`config.mk`:
```
export PLATFORM = sky130hd
export DESIGN_NAME = clkcfg_i2c_slave
export DESIGN_NICKNAME = d
export VERILOG_FILES = /design/src/rtl/clkcfg_pkg.sv /design/src/rtl/i2c_line_filter.sv /design/src/rtl/i2c_bus_events.sv /design/src/rtl/clkcfg_reg_bank.sv /design/src/rtl/clkcfg_i2c_fsm.sv /design/src/rtl/clkcfg_i2c_slave.sv
export SDC_FILE = /design/constraint.sdc
export NUM_CORES = 1
export LEC_CHECK = 0
export CAP_MARGIN = 20
export CORE_AREA = 2 2 101 103
export CTS_CLUSTER_DIAMETER = 30
export CTS_CLUSTER_SIZE = 16
export DETAILED_ROUTE_END_ITERATION = 7
export DIE_AREA = 0 0 103 105
export PLACE_DENSITY = 0.84
export SETUP_SLACK_MARGIN = 0.5
export SYNTH_ARGS = -nofsm -noshare
export SYNTH_HDL_FRONTEND = slang
export SYNTH_HIERARCHICAL = 1
export SYNTH_SLANG_ARGS = --single-unit
```
`constraint.sdc`:
```
create_clock -name clk -period 6.13 [get_ports clk]
set_input_delay 0.613 -clock clk [delete_from_list [all_inputs] [get_ports clk]]
set_output_delay 0.613 -clock clk [all_outputs]
set_load 0.01 [all_outputs]
```
`src/rtl/clkcfg_pkg.sv`:
```
`timescale 1ns/1ps
// Package: shared protocol state type for the configuration slave.
// Assumes: nothing beyond standard SystemVerilog.
package clkcfg_pkg;

    typedef enum logic [2:0] {
        ST_IDLE,
        ST_ADDR,
        ST_ADDR_ACK,
        ST_WR_BYTE,
        ST_WR_ACK,
        ST_RD_BYTE,
        ST_RD_ACK,
        ST_WAIT_STOP
    } bus_state_t;

endpackage

```
`src/rtl/i2c_line_filter.sv`:
```
`timescale 1ns/1ps
// Module: i2c_line_filter
// Brings one bus line into the clk domain through two flip-flops. The
// output follows only after the synchronised value has differed from it
// for FILT_LEN consecutive cycles, which rejects short glitches.
// Assumes: the line idles high; FILT_LEN >= 1.
module i2c_line_filter #(
    parameter int FILT_LEN = 3
) (
    input  logic clk,
    input  logic rst_n,
    input  logic line_i,
    output logic line_o
);
    localparam int CW = (FILT_LEN > 1) ? $clog2(FILT_LEN) : 1;
    localparam logic [CW-1:0] CNT_LAST = CW'(FILT_LEN - 1);

    logic sync_a;
    logic sync_b;
    logic [CW-1:0] stable_cnt;

    // Two-stage synchroniser, reset to the idle-high level.
    always_ff @(posedge clk) begin
        if (!rst_n) begin
            sync_a <= 1'b1;
            sync_b <= 1'b1;
        end else begin
            sync_a <= line_i;
            sync_b <= sync_a;
        end
    end

    // Count cycles of disagreement and take the new level once it has held.
    always_ff @(posedge clk) begin
        if (!rst_n) begin
            stable_cnt <= '0;
            line_o     <= 1'b1;
        end else if (sync_b == line_o) begin
            stable_cnt <= '0;
        end else if (stable_cnt == CNT_LAST) begin
            stable_cnt <= '0;
            line_o     <= sync_b;
        end else begin
            stable_cnt <= stable_cnt + 1'b1;
        end
    end
endmodule

```
`src/rtl/i2c_bus_events.sv`:
```
`timescale 1ns/1ps
// Module: i2c_bus_events
// Turns the filtered SCL/SDA levels into one-cycle events: SCL rise, SCL
// fall, start (SDA falls with SCL high) and stop (SDA rises with SCL high).
// Assumes: inputs are already synchronous to clk.
module i2c_bus_events (
    input  logic clk,
    input  logic rst_n,
    input  logic scl_f,
    input  logic sda_f,
    output logic scl_rise,
    output logic scl_fall,
    output logic start_det,
    output logic stop_det
);
    logic scl_d;
    logic sda_d;

    // Keep last-cycle levels for edge detection.
    always_ff @(posedge clk) begin
        if (!rst_n) begin
            scl_d <= 1'b1;
            sda_d <= 1'b1;
        end else begin
            scl_d <= scl_f;
            sda_d <= sda_f;
        end
    end

    // Decode edges and bus conditions from the level pairs.
    always_comb begin
        scl_rise  = scl_f & ~scl_d;
        scl_fall  = ~scl_f & scl_d;
        start_det = scl_f & scl_d & sda_d & ~sda_f;
        stop_det  = scl_f & scl_d & ~sda_d & sda_f;
    end
endmodule

```
`src/rtl/clkcfg_reg_bank.sv`:
```
`timescale 1ns/1ps
// Module: clkcfg_reg_bank
// NREG byte registers with reset defaults. A write request updates one
// register and raises its strobe in the same cycle the new value appears.
// Assumes: wr_idx < NREG whenever wr_en is set.
module clkcfg_reg_bank #(
    parameter int            NREG     = 7,
    parameter int            IDX_W    = 3,
    parameter logic [NREG*8-1:0] DEFAULTS = '0
) (
    input  logic              clk,
    input  logic              rst_n,
    input  logic              wr_en,
    input  logic [IDX_W-1:0]  wr_idx,
    input  logic [7:0]        wr_data,
    output logic [NREG*8-1:0] reg_flat,
    output logic [NREG-1:0]   wr_stb
);
    for (genvar k = 0; k < NREG; k++) begin : g_reg
        logic hit;
        assign hit = wr_en && (wr_idx == IDX_W'(k));

        // Hold register k, loading its default at reset.
        always_ff @(posedge clk) begin
            if (!rst_n) begin
                reg_flat[k*8 +: 8] <= DEFAULTS[k*8 +: 8];
                wr_stb[k]          <= 1'b0;
            end else begin
                wr_stb[k] <= hit;
                if (hit) begin
                    reg_flat[k*8 +: 8] <= wr_data;
                end
            end
        end
    end
endmodule

```
`src/rtl/clkcfg_i2c_fsm.sv`:
```
`timescale 1ns/1ps
// Module: clkcfg_i2c_fsm
// Protocol engine. Matches the address and acknowledges. On a write, it
// skips the command and count bytes and then issues one register write per
// whole data byte. On a read, it shifts out a count followed by the
// registers. A stop returns to idle and a start restarts the address phase.
// Assumes: events come from i2c_bus_events; SCL low lasts longer than one cycle.
module clkcfg_i2c_fsm
    import clkcfg_pkg::*;
#(
    parameter logic [6:0] DEV_ADDR = 7'h69,
    parameter int         NREG     = 7,
    parameter int         IDX_W    = 3
) (
    input  logic              clk,
    input  logic              rst_n,
    input  logic              scl_rise,
    input  logic              scl_fall,
    input  logic              start_det,
    input  logic              stop_det,
    input  logic              sda_f,
    input  logic [NREG*8-1:0] reg_flat,
    output logic              sda_oe,
    output logic              wr_en,
    output logic [IDX_W-1:0]  wr_idx,
    output logic [7:0]        wr_data
);
    localparam int               CNT_W    = $clog2(NREG + 3);
    localparam logic [CNT_W-1:0] CNT_SAT  = CNT_W'(NREG + 2);
    localparam logic [CNT_W-1:0] SKIP_N   = CNT_W'(2);
    localparam logic [7:0]       RD_COUNT = 8'(NREG);

    bus_state_t       state;
    logic [3:0]       bit_cnt;
    logic [7:0]       shreg;
    logic [CNT_W-1:0] byte_cnt;
    logic [CNT_W-1:0] byte_inc;
    logic [CNT_W-1:0] tx_idx;
    logic [CNT_W-1:0] data_slot;
    logic [7:0]       tx_byte;
    logic [7:0]       rx_byte;
    logic             rd_q;
    logic             commit_ok;

    // Saturating next byte index, data slot and commit window.
    always_comb begin
        byte_inc  = (byte_cnt == CNT_SAT) ? byte_cnt : byte_cnt + 1'b1;
        data_slot = byte_cnt - SKIP_N;
        commit_ok = (byte_cnt >= SKIP_N) && (byte_cnt < CNT_SAT);
        rx_byte   = {shreg[6:0], sda_f};
        tx_idx    = (state == ST_ADDR_ACK) ? '0 : byte_inc;
    end

    // Select the byte to transmit: count, registers, then idle-high filler.
    always_comb begin
        tx_byte = 8'hFF;
        if (tx_idx == '0) begin
            tx_byte = RD_COUNT;
        end
        for (int k = 0; k < NREG; k++) begin
            if (tx_idx == CNT_W'(k + 1)) begin
                tx_byte = reg_flat[k*8 +: 8];
            end
        end
    end

    // Protocol state machine, SDA drive and register write requests.
    always_ff @(posedge clk) begin
        if (!rst_n) begin
            state    <= ST_IDLE;
            bit_cnt  <= '0;
            shreg    <= '0;
            byte_cnt <= '0;
            rd_q     <= 1'b0;
            sda_oe   <= 1'b0;
            wr_en    <= 1'b0;
            wr_idx   <= '0;
            wr_data  <= '0;
        end else begin
            wr_en <= 1'b0;
            if (stop_det) begin
                state  <= ST_IDLE;
                sda_oe <= 1'b0;
            end else if (start_det) begin
                state   <= ST_ADDR;
                bit_cnt <= '0;
                sda_oe  <= 1'b0;
            end else begin
                case (state)
                    ST_ADDR: begin
                        if (scl_rise && bit_cnt < 4'd8) begin
                            shreg   <= rx_byte;
                            bit_cnt <= bit_cnt + 1'b1;
                        end else if (scl_fall && bit_cnt == 4'd8) begin
                            if (shreg[7:1] == DEV_ADDR) begin
                                state  <= ST_ADDR_ACK;
                                rd_q   <= shreg[0];
                                sda_oe <= 1'b1;
                            end else begin
                                state <= ST_WAIT_STOP;
                            end
                        end
                    end
                    ST_ADDR_ACK: begin
                        if (scl_fall) begin
                            bit_cnt  <= '0;
                            byte_cnt <= '0;
                            if (rd_q) begin
                                state  <= ST_RD_BYTE;
                                shreg  <= tx_byte;
                                sda_oe <= ~tx_byte[7];
                            end else begin
                                state  <= ST_WR_BYTE;
                                sda_oe <= 1'b0;
                            end
                        end
                    end
                    ST_WR_BYTE: begin
                        if (scl_rise && bit_cnt < 4'd8) begin
                            shreg   <= rx_byte;
                            bit_cnt <= bit_cnt + 1'b1;
                            if (bit_cnt == 4'd7) begin
                                byte_cnt <= byte_inc;
                                if (commit_ok) begin
                                    wr_en   <= 1'b1;
                                    wr_idx  <= IDX_W'(data_slot);
                                    wr_data <= rx_byte;
                                end
                            end
                        end else if (scl_fall && bit_cnt == 4'd8) begin
                            state  <= ST_WR_ACK;
                            sda_oe <= 1'b1;
                        end
                    end
                    ST_WR_ACK: begin
                        if (scl_fall) begin
                            state   <= ST_WR_BYTE;
                            bit_cnt <= '0;
                            sda_oe  <= 1'b0;
                        end
                    end
                    ST_RD_BYTE: begin
                        if (scl_fall) begin
                            if (bit_cnt == 4'd7) begin
                                state   <= ST_RD_ACK;
                                bit_cnt <= '0;
                                sda_oe  <= 1'b0;
                            end else begin
                                bit_cnt <= bit_cnt + 1'b1;
                                shreg   <= {shreg[6:0], 1'b1};
                                sda_oe  <= ~shreg[6];
                            end
                        end
                    end
                    ST_RD_ACK: begin
                        if (scl_rise && sda_f) begin
                            state <= ST_WAIT_STOP;
                        end else if (scl_fall) begin
                            state    <= ST_RD_BYTE;
                            byte_cnt <= byte_inc;
                            bit_cnt  <= '0;
                            shreg    <= tx_byte;
                            sda_oe   <= ~tx_byte[7];
                        end
                    end
                    default: begin
                        sda_oe <= 1'b0;
                    end
                endcase
            end
        end
    end
endmodule

```
`src/rtl/clkcfg_i2c_slave.sv`:
```
`timescale 1ns/1ps
// Module: clkcfg_i2c_slave (top)
// Two-wire configuration slave for a clock generator: line filters, bus
// event decoder, protocol engine and register bank.
// Assumes: standard-mode bus timing, far slower than clk; SDA open-drain
// with an external pull-up; no clock stretching; 7-bit addressing only.
module clkcfg_i2c_slave #(
    parameter logic [6:0]        DEV_ADDR = 7'h69,
    parameter int                NREG     = 7,
    parameter int                FILT_LEN = 3,
    parameter logic [NREG*8-1:0] DEFAULTS = 56'h23EF_0500_A53C_81
) (
    input  logic              clk,
    input  logic              rst_n,
    input  logic              scl_i,
    input  logic              sda_i,
    output logic              sda_oe_o,
    output logic [NREG*8-1:0] cfg_o,
    output logic [NREG-1:0]   cfg_wr_stb_o
);
    localparam int IDX_W = (NREG > 1) ? $clog2(NREG) : 1;

    logic [1:0]       raw_lines;
    logic [1:0]       filt_lines;
    logic             scl_filt;
    logic             sda_filt;
    logic             scl_rise;
    logic             scl_fall;
    logic             start_det;
    logic             stop_det;
    logic             wr_en;
    logic [IDX_W-1:0] wr_idx;
    logic [7:0]       wr_data;

    assign raw_lines = {sda_i, scl_i};
    assign scl_filt  = filt_lines[0];
    assign sda_filt  = filt_lines[1];

    for (genvar l = 0; l < 2; l++) begin : g_line
        i2c_line_filter #(.FILT_LEN(FILT_LEN)) u_filt (
            .clk    (clk),
            .rst_n  (rst_n),
            .line_i (raw_lines[l]),
            .line_o (filt_lines[l])
        );
    end

    i2c_bus_events u_events (
        .clk       (clk),
        .rst_n     (rst_n),
        .scl_f     (scl_filt),
        .sda_f     (sda_filt),
        .scl_rise  (scl_rise),
        .scl_fall  (scl_fall),
        .start_det (start_det),
        .stop_det  (stop_det)
    );

    clkcfg_i2c_fsm #(
        .DEV_ADDR (DEV_ADDR),
        .NREG     (NREG),
        .IDX_W    (IDX_W)
    ) u_fsm (
        .clk       (clk),
        .rst_n     (rst_n),
        .scl_rise  (scl_rise),
        .scl_fall  (scl_fall),
        .start_det (start_det),
        .stop_det  (stop_det),
        .sda_f     (sda_filt),
        .reg_flat  (cfg_o),
        .sda_oe    (sda_oe_o),
        .wr_en     (wr_en),
        .wr_idx    (wr_idx),
        .wr_data   (wr_data)
    );

    clkcfg_reg_bank #(
        .NREG     (NREG),
        .IDX_W    (IDX_W),
        .DEFAULTS (DEFAULTS)
    ) u_bank (
        .clk      (clk),
        .rst_n    (rst_n),
        .wr_en    (wr_en),
        .wr_idx   (wr_idx),
        .wr_data  (wr_data),
        .reg_flat (cfg_o),
        .wr_stb   (cfg_wr_stb_o)
    );
endmodule

```
==> tab_implementation.tex, run 1 <==
\begin{tabular}{lr}
\hline
Metric & Value \\
\hline
\multicolumn{2}{l}{\textbf{Cells and area}} \\
\quad Fraction of layout cells with a size suffix above 1 & 6.259\% \\
\quad Count of inserted antenna diode cells & 0 \\
\quad Area overhead of the layout relative to synthesis & 15.10\% \\
\quad Net count reported at finish & 711 \\
\quad Multi-input gate area in the final layout & 3329 um2 \\
\quad Area of all sequential standard cells & 2162 um2 \\
\quad Filler Cells Inserted & 787 \\
\quad Share of the core filled with cells & 68.77\% \\
\multicolumn{2}{l}{\textbf{Logic synthesis}} \\
\quad Share of the synthesized area in the top cell type & about 38\% \\
\quad Share of flip-flops with an asynchronous set or reset & 0\% \\
\quad Primary flip-flop cell chosen by synthesis mapping & sky130\_fd\_sc\_hd\_\_dfxtp\_1 \\
\quad Number of synthesized flops with an enable pin & 0 \\
\quad Post-Synth Adder-Cell Area & 1.955\% \\
\quad Netlist area before placement & 5759 um2 \\
\quad Simple-Gate Fraction of Synth Area & 26.07\% \\
\quad Fraction of the yosys area taken by sequential cells & 37.54\% \\
\quad Largest area contributor in the netlist & sky130\_fd\_sc\_hd\_\_dfxtp\_1 \\
\quad Total of flip-flops plus latches after synthesis & 108 \\
\quad Fraction of synthesized area in multiplexers & about an eighth \\
\quad Total of warnings raised by yosys & 6 \\
\quad Number of distinct standard cells referenced by the synthesized netlist & 70 \\
\quad Post-synthesis compound-gate area fraction & 16.05\% \\
\quad Post-synthesis xor/xnor area fraction & 0.7604\% \\
\quad Net count of the mapped netlist & 674 \\
\quad Main combinational cell family by area after synthesis & simple AND/OR/NAND/NOR gates \\
\quad Mean instance size in the synthesized netlist & slightly below 9 um2 \\
\quad Main area contributors after synthesis & sky130\_fd\_sc\_hd\_\_dfxtp\_1 (38\%), sky130\_fd\_sc\_hd\_\_mux2i\_1 (13\%), sky130\_fd\_sc\_hd\_\_nor2b\_1 (4.7\%) \\
\quad Gate count after technology mapping & 661 \\
\multicolumn{2}{l}{\textbf{Drt}} \\
\quad Initial drt markers & 568 \\
\quad Length of routed met2 wiring & a little under 8 mm \\
\quad Via-per-instance ratio & about 6.4 \\
\quad Highest routed metal layer & met4 \\
\quad Final ANT Viol Nets & 0 \\
\quad Detail-routed net length per standard cell & around 21 um \\
\quad Routed length on met3 & 1.457 mm \\
\quad Routed length on met1 & 7.388 mm \\
\quad Detailed-router iteration count before antenna repair & 5 \\
\quad Final WL & 17.15 mm \\
\quad Routed via count & 5321 \\
\quad Drc violations & 0 \\
\multicolumn{2}{l}{\textbf{Clock network}} \\
\quad Sinks on the clock net & 108 \\
\quad CTS tree & done \\
\quad Bufs on Longest Clock Path & 2 \\
\quad Worst skew pair latency & 0.38 ns \\
\quad Number of gates resized after cts & 0 \\
\quad CTS root buffer & sky130\_fd\_sc\_hd\_\_clkbuf\_8 \\
\quad Clock edge transition at the registers on the reported setup and hold paths & 0.11 ns \\
\quad Hold-fix buffer count after cts & 0 \\
\quad Number of setup buffers added after CTS & 0 \\
\quad Total CTS buffers & 9 \\
\quad Number of levels in the clock H-tree & 3 \\
\multicolumn{2}{l}{\textbf{Timing}} \\
\quad Worst slew slack as a fraction of its limit & between 20\% and 30\% \\
\quad Final hold violation count & 0 \\
\quad Setup\_tns & 0 ns \\
\quad Post-layout minimum cycle time & 3.398 ns \\
\quad Count of final max-slew check failures & 0 \\
\quad Layout Skew & 0.01592 ns \\
\quad Period Utilization, post-route & a little under three fifths \\
\quad Endpoints failing setup & 0 \\
\quad Final WS setup & 2.732 ns \\
\quad Achievable clock frequency & 0.2943 GHz \\
\quad Unrepaired setup endpoints after global routing & false \\
\quad Pin slew with the least headroom to its limit & approximately 1.1 ns \\
\multicolumn{2}{l}{\textbf{Critical path}} \\
\quad Slowest cell on the critical path & sky130\_fd\_sc\_hd\_\_dfxtp\_1 \\
\quad Reg2Reg Launch Point & u\_fsm/byte\_cnt[1]\$\_SDFFE\_PN0P\_ \\
\quad CP max FO & 24 \\
\quad Cell depth of the worst flop-to-flop path & 8 \\
\quad WP data arrival & 3.71 ns \\
\quad Worst endpoint required time & between 6 and 7 ns \\
\quad Critical register-to-register path endpoint & u\_fsm/shreg[5]\$\_SDFFE\_PN0P\_ \\
\quad Critical path cell sequence & inv\_1 -> ha\_1 -> nor2b\_1 -> a22oi\_2 -> nor2\_1 -> a21oi\_1 -> or4b\_1 -> a31oi\_1 \\
\quad Worst Path Buf+Inv & 1 \\
\quad Peak per-stage delay on the critical path & 0.81 ns \\
\quad Category of the worst setup path capture point & flip-flop \\
\quad Worst reg-to-reg setup slack & 2.73 ns \\
\quad Crit path depth & 8 \\
\quad Critical path's top delay family & compound AO/OA/AOI/OAI gates \\
\quad Sort of element at the start of the critical path & flip-flop \\
\quad Worst setup path class & flip-flop to flip-flop \\
\multicolumn{2}{l}{\textbf{Placed design}} \\
\quad HPWL Detailed & 11.96 mm \\
\quad Final estimated routing congestion in global placement & around 0.93 \\
\quad PortBufs & 67 \\
\quad Setup slack after placement & 2.826 ns \\
\multicolumn{2}{l}{\textbf{GRT}} \\
\quad Vias in the first global route & 4976 \\
\quad All-layer global routing usage & 32.05\% \\
\quad Maximum number of pins on one net before global-route repair & 96 \\
\quad Number of antenna violations at the first check in global routing & 0 \\
\quad Global-route wire length before repair & 26.62 mm \\
\quad Residual overflow from global routing & 0 \\
\multicolumn{2}{l}{\textbf{Pwr}} \\
\quad Overall power of the completed layout & 0.001458 W \\
\quad Pwr dens & 220.0 nW/um2 \\
\quad Peak ir drop on the vdd network & 0.1673 mV \\
\quad LEAKAGE & 2.587 nW \\
\multicolumn{2}{l}{\textbf{Die}} \\
\quad Vertical die dimension & 105 um \\
\quad I/O pin count & 68 \\
\quad DIE WIDTH & 103 um \\
\quad Die area & 10820 um2 \\
\quad Row count & 36 \\
\quad Area of the core & between 9000 and 10000 um2 \\
\quad Initial cell density of the core & 59.75\% \\
\multicolumn{2}{l}{\textbf{Worst hold path}} \\
\quad Worst hold path startpoint & g\_line[1].u\_filt/sync\_a\$\_SDFF\_PN1\_ \\
\quad Min-Delay Path Class & flip-flop to flip-flop \\
\quad Number of cells traversed by the worst hold path & 1 \\
\quad End point of the most critical hold path & g\_line[1].u\_filt/sync\_b\$\_SDFF\_PN1\_ \\
\multicolumn{2}{l}{\textbf{Run}} \\
\quad Maximum capacitance violations & 0 \\
\multicolumn{2}{l}{\textbf{Outcome}} \\
\quad Result of the run & completed \\
\hline
\end{tabular}
## cell usage after synthesis (all sizes together), types with 5 or more instances
library cell and instances:
a2111oi 8, a21oi 34, a31oi 10, and2 8, buf 18, clkbuf 28
dfxtp 108, ha 9, inv 17, mux2i 74, nand2 71, nand2b 16
nand3 11, nand4 6, nand4b 5, nor2 58, nor2b 43, nor3 11
nor4b 5, o21ai 20, o221ai 7, o31ai 6, or3 6
## worst max path at each step
stage	end	slack, ns	start
final	u_fsm/shreg[5]$_SDFFE_PN0P_	2.73	u_fsm/byte_cnt[1]$_SDFFE_PN0P_
after global routing	u_fsm/shreg[5]$_SDFFE_PN0P_	2.51	u_fsm/byte_cnt[1]$_SDFFE_PN0P_
after CTS	u_fsm/shreg[5]$_SDFFE_PN0P_	2.78	u_fsm/byte_cnt[1]$_SDFFE_PN0P_
after detailed placement	u_fsm/shreg[4]$_SDFFE_PN0P_	2.83	u_fsm/byte_cnt[1]$_SDFFE_PN0P_
after global placement	u_fsm/shreg[5]$_SDFFE_PN0P_	2.98	u_fsm/byte_cnt[1]$_SDFFE_PN0P_
after floorplan	u_fsm/shreg[7]$_SDFFE_PN0P_	3.29	u_fsm/byte_cnt[1]$_SDFFE_PN0P_
## where the power goes
| group | internal (W) | switching (W) | leakage, nW |
|---|---|---|---|
| clock | 0.000171 | 0.000275 | 0.0994 |
| combinational | 0.0000896 | 0.000146 | 1.61 |
| sequential | 0.000724 | 0.0000537 | 0.873 |
| total | 0.000984 | 0.000474 | 2.59 |
## per-stage QoR
stage	hold WS [ns]	std cells	instance area, um2
4_1_cts	0.4300	836	6629
2_1_floorplan	0.3863	661	5759
5_1_grt	0.4584	836	6629
3_3_place_gp	0.4042	820	6425
6_report	0.4312	836	6629
3_5_place_dp	0.4042	820	6425
## flip-flops by register name (all words and copies together), names as in the netlist
register                  flops
u_fsm/rd_q                    1
g_line.u_filt/sync_b          2
u_fsm/shreg                   8
u_fsm/wr_idx                  3
g_line.u_filt/sync_a          2
u_bank/reg_flat              56
u_events/scl_d                1
g_line.u_filt/line_o          2
u_fsm/wr_data                 8
u_bank/wr_stb                 7
u_fsm/state                   3
g_line.u_filt/stable_cnt      4
u_fsm/wr_en                   1
u_fsm/sda_oe                  1
u_fsm/bit_cnt                 4
u_fsm/byte_cnt                4
u_events/sda_d                1
## worst register-to-register path, delay by kind of cell (launching register included)
| family | cells | cell delay [ns] |
|---|---|---|
| AO/OA/AOI/OAI | 3 | 0.94 |
| flip-flops | 1 | 0.81 |
| AND/OR/NAND/NOR | 3 | 0.81 |
| adder cells (fa/ha/maj) | 1 | 0.56 |
| buffers and inverters | 1 | 0.21 |
## layout by cell type, fill, tap and decap left out, types with 5 or more instances in the layout
cell                              synthesis  layout
sky130_fd_sc_hd__o221ai_1                 7       7
sky130_fd_sc_hd__a2111oi_0                7       7
sky130_fd_sc_hd__clkdlybuf4s50_1          0      66
sky130_fd_sc_hd__inv_1                   15      15
sky130_fd_sc_hd__nand2b_1                15      15
sky130_fd_sc_hd__nand3_1                 11      11
sky130_fd_sc_hd__nor3_1                  10      10
sky130_fd_sc_hd__a21oi_1                 34      34
sky130_fd_sc_hd__o21ai_0                 20      20
sky130_fd_sc_hd__o31ai_1                  6       6
sky130_fd_sc_hd__clkbuf_8                 0      10
sky130_fd_sc_hd__ha_1                     9       9
sky130_fd_sc_hd__dfxtp_1                108     108
sky130_fd_sc_hd__nor2b_1                 43      43
sky130_fd_sc_hd__nand4_1                  6       6
sky130_fd_sc_hd__and2_1                   8       8
sky130_fd_sc_hd__nand2_1                 71      71
sky130_fd_sc_hd__mux2i_1                 74      74
sky130_fd_sc_hd__nor2_1                  58      58
sky130_fd_sc_hd__nor4b_1                  5       5
sky130_fd_sc_hd__nand4b_1                 5       5
sky130_fd_sc_hd__buf_4                    2       5
sky130_fd_sc_hd__a31oi_1                 10      10
## per-layer routing
metal | GRT usage [%] | vias to the layer above
met2 | 48.52 | 269
li1 | - | 2454
met3 | 4.816 | 37
met5 | 0 | -
met1 | 46.41 | 2561
met4 | 10.53 | 0
## final cells by class
| class | instances | area share, % |
|---|---|---|
| multi-input combinational | 490 | 50.23 |
| sequential | 108 | 32.62 |
| timing repair buffer | 72 | 10.61 |
| tap | 133 | 2.510 |
| clock buffer | 10 | 2.076 |
| clock inverter | 6 | 1.000 |
| inverter | 17 | 0.9626 |
## kinds of logic after synthesis
group           count (synthesis)
compound gates                129
xor+xnor                        5
fa+ha+maj                       9
buf+inv                        63
flops                         108
mux                            74
simple gates                  273
(Power assumes the default switching activity.)
==> run 2: changes to the inputs <==
CORE_AREA = 2 2 110 112   (was 2 2 101 103)
DIE_AREA = 0 0 112 114   (was 0 0 103 105)
PLACE_DENSITY = 0.75   (was 0.84)
clock period = 3 ns   (was 6.13 ns; I/O delays follow)
==> tab_implementation.tex, run 2 (synthesis results as in run 1) <==
\begin{tabular}{lr}
\hline
Metric & Value \\
\hline
\multicolumn{2}{l}{\textbf{Timing}} \\
\quad Final Hold Slack & $\sim$0.34 ns \\
\quad Final hold violation count & 0 \\
\quad Layout Skew & 0.006318 ns \\
\quad Worst slew slack as a fraction of its limit & about two fifths \\
\quad Endpoints failing setup & 0 \\
\quad Count of final max-slew check failures & 0 \\
\quad Achievable clock frequency & 0.4174 GHz \\
\quad Setup\_tns & 0 ns \\
\quad Post-layout minimum cycle time & 2.396 ns \\
\quad Unrepaired setup endpoints after global routing & false \\
\quad Final WS setup & 0.6040 ns \\
\quad Pin slew with the least headroom to its limit & 0.8907 ns \\
\quad Period Utilization, post-route & between 70\% and 80\% \\
\multicolumn{2}{l}{\textbf{Cells and area}} \\
\quad Number of flip-flops under the largest register name & 56 \\
\quad Cell Count, Final, Fillers Out & 863 \\
\quad Register with the most flip-flops & u\_bank/reg\_flat \\
\quad Count of inserted antenna diode cells & 0 \\
\quad Fraction of layout cells with a size suffix above 1 & 9.637\% \\
\quad Commonest non-fill, non-tap cell in the layout & sky130\_fd\_sc\_hd\_\_dfxtp\_1 \\
\quad Registers with the most flip-flops & u\_bank/reg\_flat (56), u\_fsm/shreg (8), u\_fsm/wr\_data (8) \\
\quad Net count reported at finish & 725 \\
\quad Leading cell types in the layout, fill and taps excluded & sky130\_fd\_sc\_hd\_\_dfxtp\_1 (103), sky130\_fd\_sc\_hd\_\_mux2i\_1 (74), sky130\_fd\_sc\_hd\_\_nand2\_1 (70), sky130\_fd\_sc\_hd\_\_clkdlybuf4s50\_1 (66), sky130\_fd\_sc\_hd\_\_nor2\_1 (57) \\
\quad Area overhead of the layout relative to synthesis & 19.47\% \\
\multicolumn{2}{l}{\textbf{Clock network}} \\
\quad Hold-fix buffer count after cts & 0 \\
\quad Sinks on the clock net & 108 \\
\quad Number of levels in the clock H-tree & 3 \\
\quad Worst skew pair latency & 0.36 ns \\
\quad Bufs on Longest Clock Path & 2 \\
\quad Clock edge transition at the registers on the reported setup and hold paths & $\sim$0.070 ns \\
\quad Total CTS buffers & 9 \\
\quad CTS tree & done \\
\quad CTS root buffer & sky130\_fd\_sc\_hd\_\_clkbuf\_16 \\
\multicolumn{2}{l}{\textbf{Die}} \\
\quad Area of the core & 11710 um2 \\
\quad DIE WIDTH & 112 um \\
\quad I/O pin count & 68 \\
\quad Initial cell density of the core & 49.18\% \\
\quad Vertical die dimension & around 110 um \\
\quad Die area & approximately 13000 um2 \\
\quad Row count & 40 \\
\multicolumn{2}{l}{\textbf{Critical path}} \\
\quad Worst reg-to-reg setup slack & 0.60 ns \\
\quad Sort of element at the start of the critical path & flip-flop \\
\quad Critical path cell sequence & inv\_2 -> ha\_4 -> and4b\_2 -> a22oi\_2 -> buf\_4 -> buf\_4 -> nand2b\_1 -> a311oi\_2 -> a211oi\_2 -> a2111oi\_2 \\
\quad Worst setup path class & flip-flop to flip-flop \\
\quad CP max FO & 8 \\
\quad Category of the worst setup path capture point & flip-flop \\
\quad Slowest cell on the critical path & sky130\_fd\_sc\_hd\_\_dfxtp\_2 \\
\quad Peak per-stage delay on the critical path & between 0.3 and 0.4 ns \\
\quad Dominant cell type by count on the critical path & sky130\_fd\_sc\_hd\_\_buf\_4 \\
\quad WP data arrival & 2.65 ns \\
\quad Worst endpoint required time & roughly 3.3 ns \\
\multicolumn{2}{l}{\textbf{Placed design}} \\
\quad PortBufs & 67 \\
\quad Placed Instances & 847 \\
\quad HPWL Detailed & 12.40 mm \\
\quad Final estimated routing congestion in global placement & 0.9820 \\
\quad Setup slack after placement & 0.4688 ns \\
\multicolumn{2}{l}{\textbf{Drt}} \\
\quad Via-per-instance ratio & approximately 6.0 \\
\quad Initial drt markers & 414 \\
\quad Detail-routed net length per standard cell & 19.53 um \\
\quad Final WL & roughly 17 mm \\
\quad Drc violations & 0 \\
\quad Final ANT Viol Nets & 0 \\
\quad Routed via count & 5211 \\
\quad Detailed-router iteration count before antenna repair & 5 \\
\multicolumn{2}{l}{\textbf{GRT}} \\
\quad All-layer global routing usage & a little over a quarter \\
\quad Residual overflow from global routing & 0 \\
\quad Number of antenna violations at the first check in global routing & 0 \\
\quad Maximum number of pins on one net before global-route repair & 65 \\
\quad Vias in the first global route & 4850 \\
\quad Global-route wire length before repair & 26.43 mm \\
\multicolumn{2}{l}{\textbf{Pwr}} \\
\quad LEAKAGE & 2.702 nW \\
\quad Pwr dens & between 400 and 500 nW/um2 \\
\quad Peak ir drop on the vdd network & 0.3600 mV \\
\multicolumn{2}{l}{\textbf{Worst hold path}} \\
\quad Min-Delay Path Class & input port to flip-flop \\
\multicolumn{2}{l}{\textbf{Run}} \\
\quad Maximum capacitance violations & 0 \\
\multicolumn{2}{l}{\textbf{Outcome}} \\
\quad Result of the run & completed \\
\hline
\end{tabular}
==> run 2: final timing paths <==
check,endpoint,cells past startpoint,startpoint
worst min register to register,g_line[0].u_filt/sync_b$_SDFF_PN1_,1,g_line[0].u_filt/sync_a$_SDFF_PN1_
worst max register to register,u_fsm/shreg[7]$_SDFFE_PN0P_,10,u_fsm/byte_cnt[1]$_SDFFE_PN0P_
worst min-delay path,u_fsm/sda_oe$_SDFFE_PP0P_,3,rst_n
worst max-delay path,u_fsm/shreg[7]$_SDFFE_PN0P_,10,u_fsm/byte_cnt[1]$_SDFFE_PN0P_
==> run 2: power breakdown <==
part | total [W] | internal (W) | switching (W)
registers | 0.00157 | 0.00148 | 0.0000917
clock network | 0.00120 | 0.000650 | 0.000552
logic | 0.000494 | 0.000190 | 0.000305
==> run 2: stage by stage <==
stage / total power (W) / instance area, um2 / util (%)
floorplan: 0.001969 / 5772 / -
global placement: 0.002083 / 6543 / 55.87
detailed placement: 0.002087 / 6543 / 55.87
CTS: 0.003282 / 6837 / 58.38
global route: 0.003416 / 6880 / 58.75
finish: 0.003268 / 6880 / 58.75
==> run 2: per-layer routing <==
metal	vias up	part of all wire (%)	GRT usage, %
met2	167	46	41.70
met5	-	0	0
met1	2524	45	36.04
met3	34	5.1	3.985
li1	2486	-	-
met4	0	3.6	12.68
==> run 2: final cells by class <==
type	count	area, um2
clock inverter	5	61.31
inverter	17	63.81
timing repair buffer	86	808.3
fill	1019	4831
sequential	108	2168
multi-input combinational	490	3366
clock buffer	10	229.0
tap	147	183.9
==> run 2: critical path, delay by kind of cell (launching register included) <==
kind | cells | cell delay [ns]
AOI/OAI and AO/OA | 4 | 0.82
DFF | 1 | 0.37
buffers and inverters | 3 | 0.46
adders and majority gates | 1 | 0.20
and+or+nand+nor | 2 | 0.44
==> run 2: timing repair <==
action / 4_1_cts / 5_1_grt
setup buffers: 0 / 1
pin swaps: 0 / 1
endpoints found under the setup margin: 3 / 7
resized for setup: 3 / 11
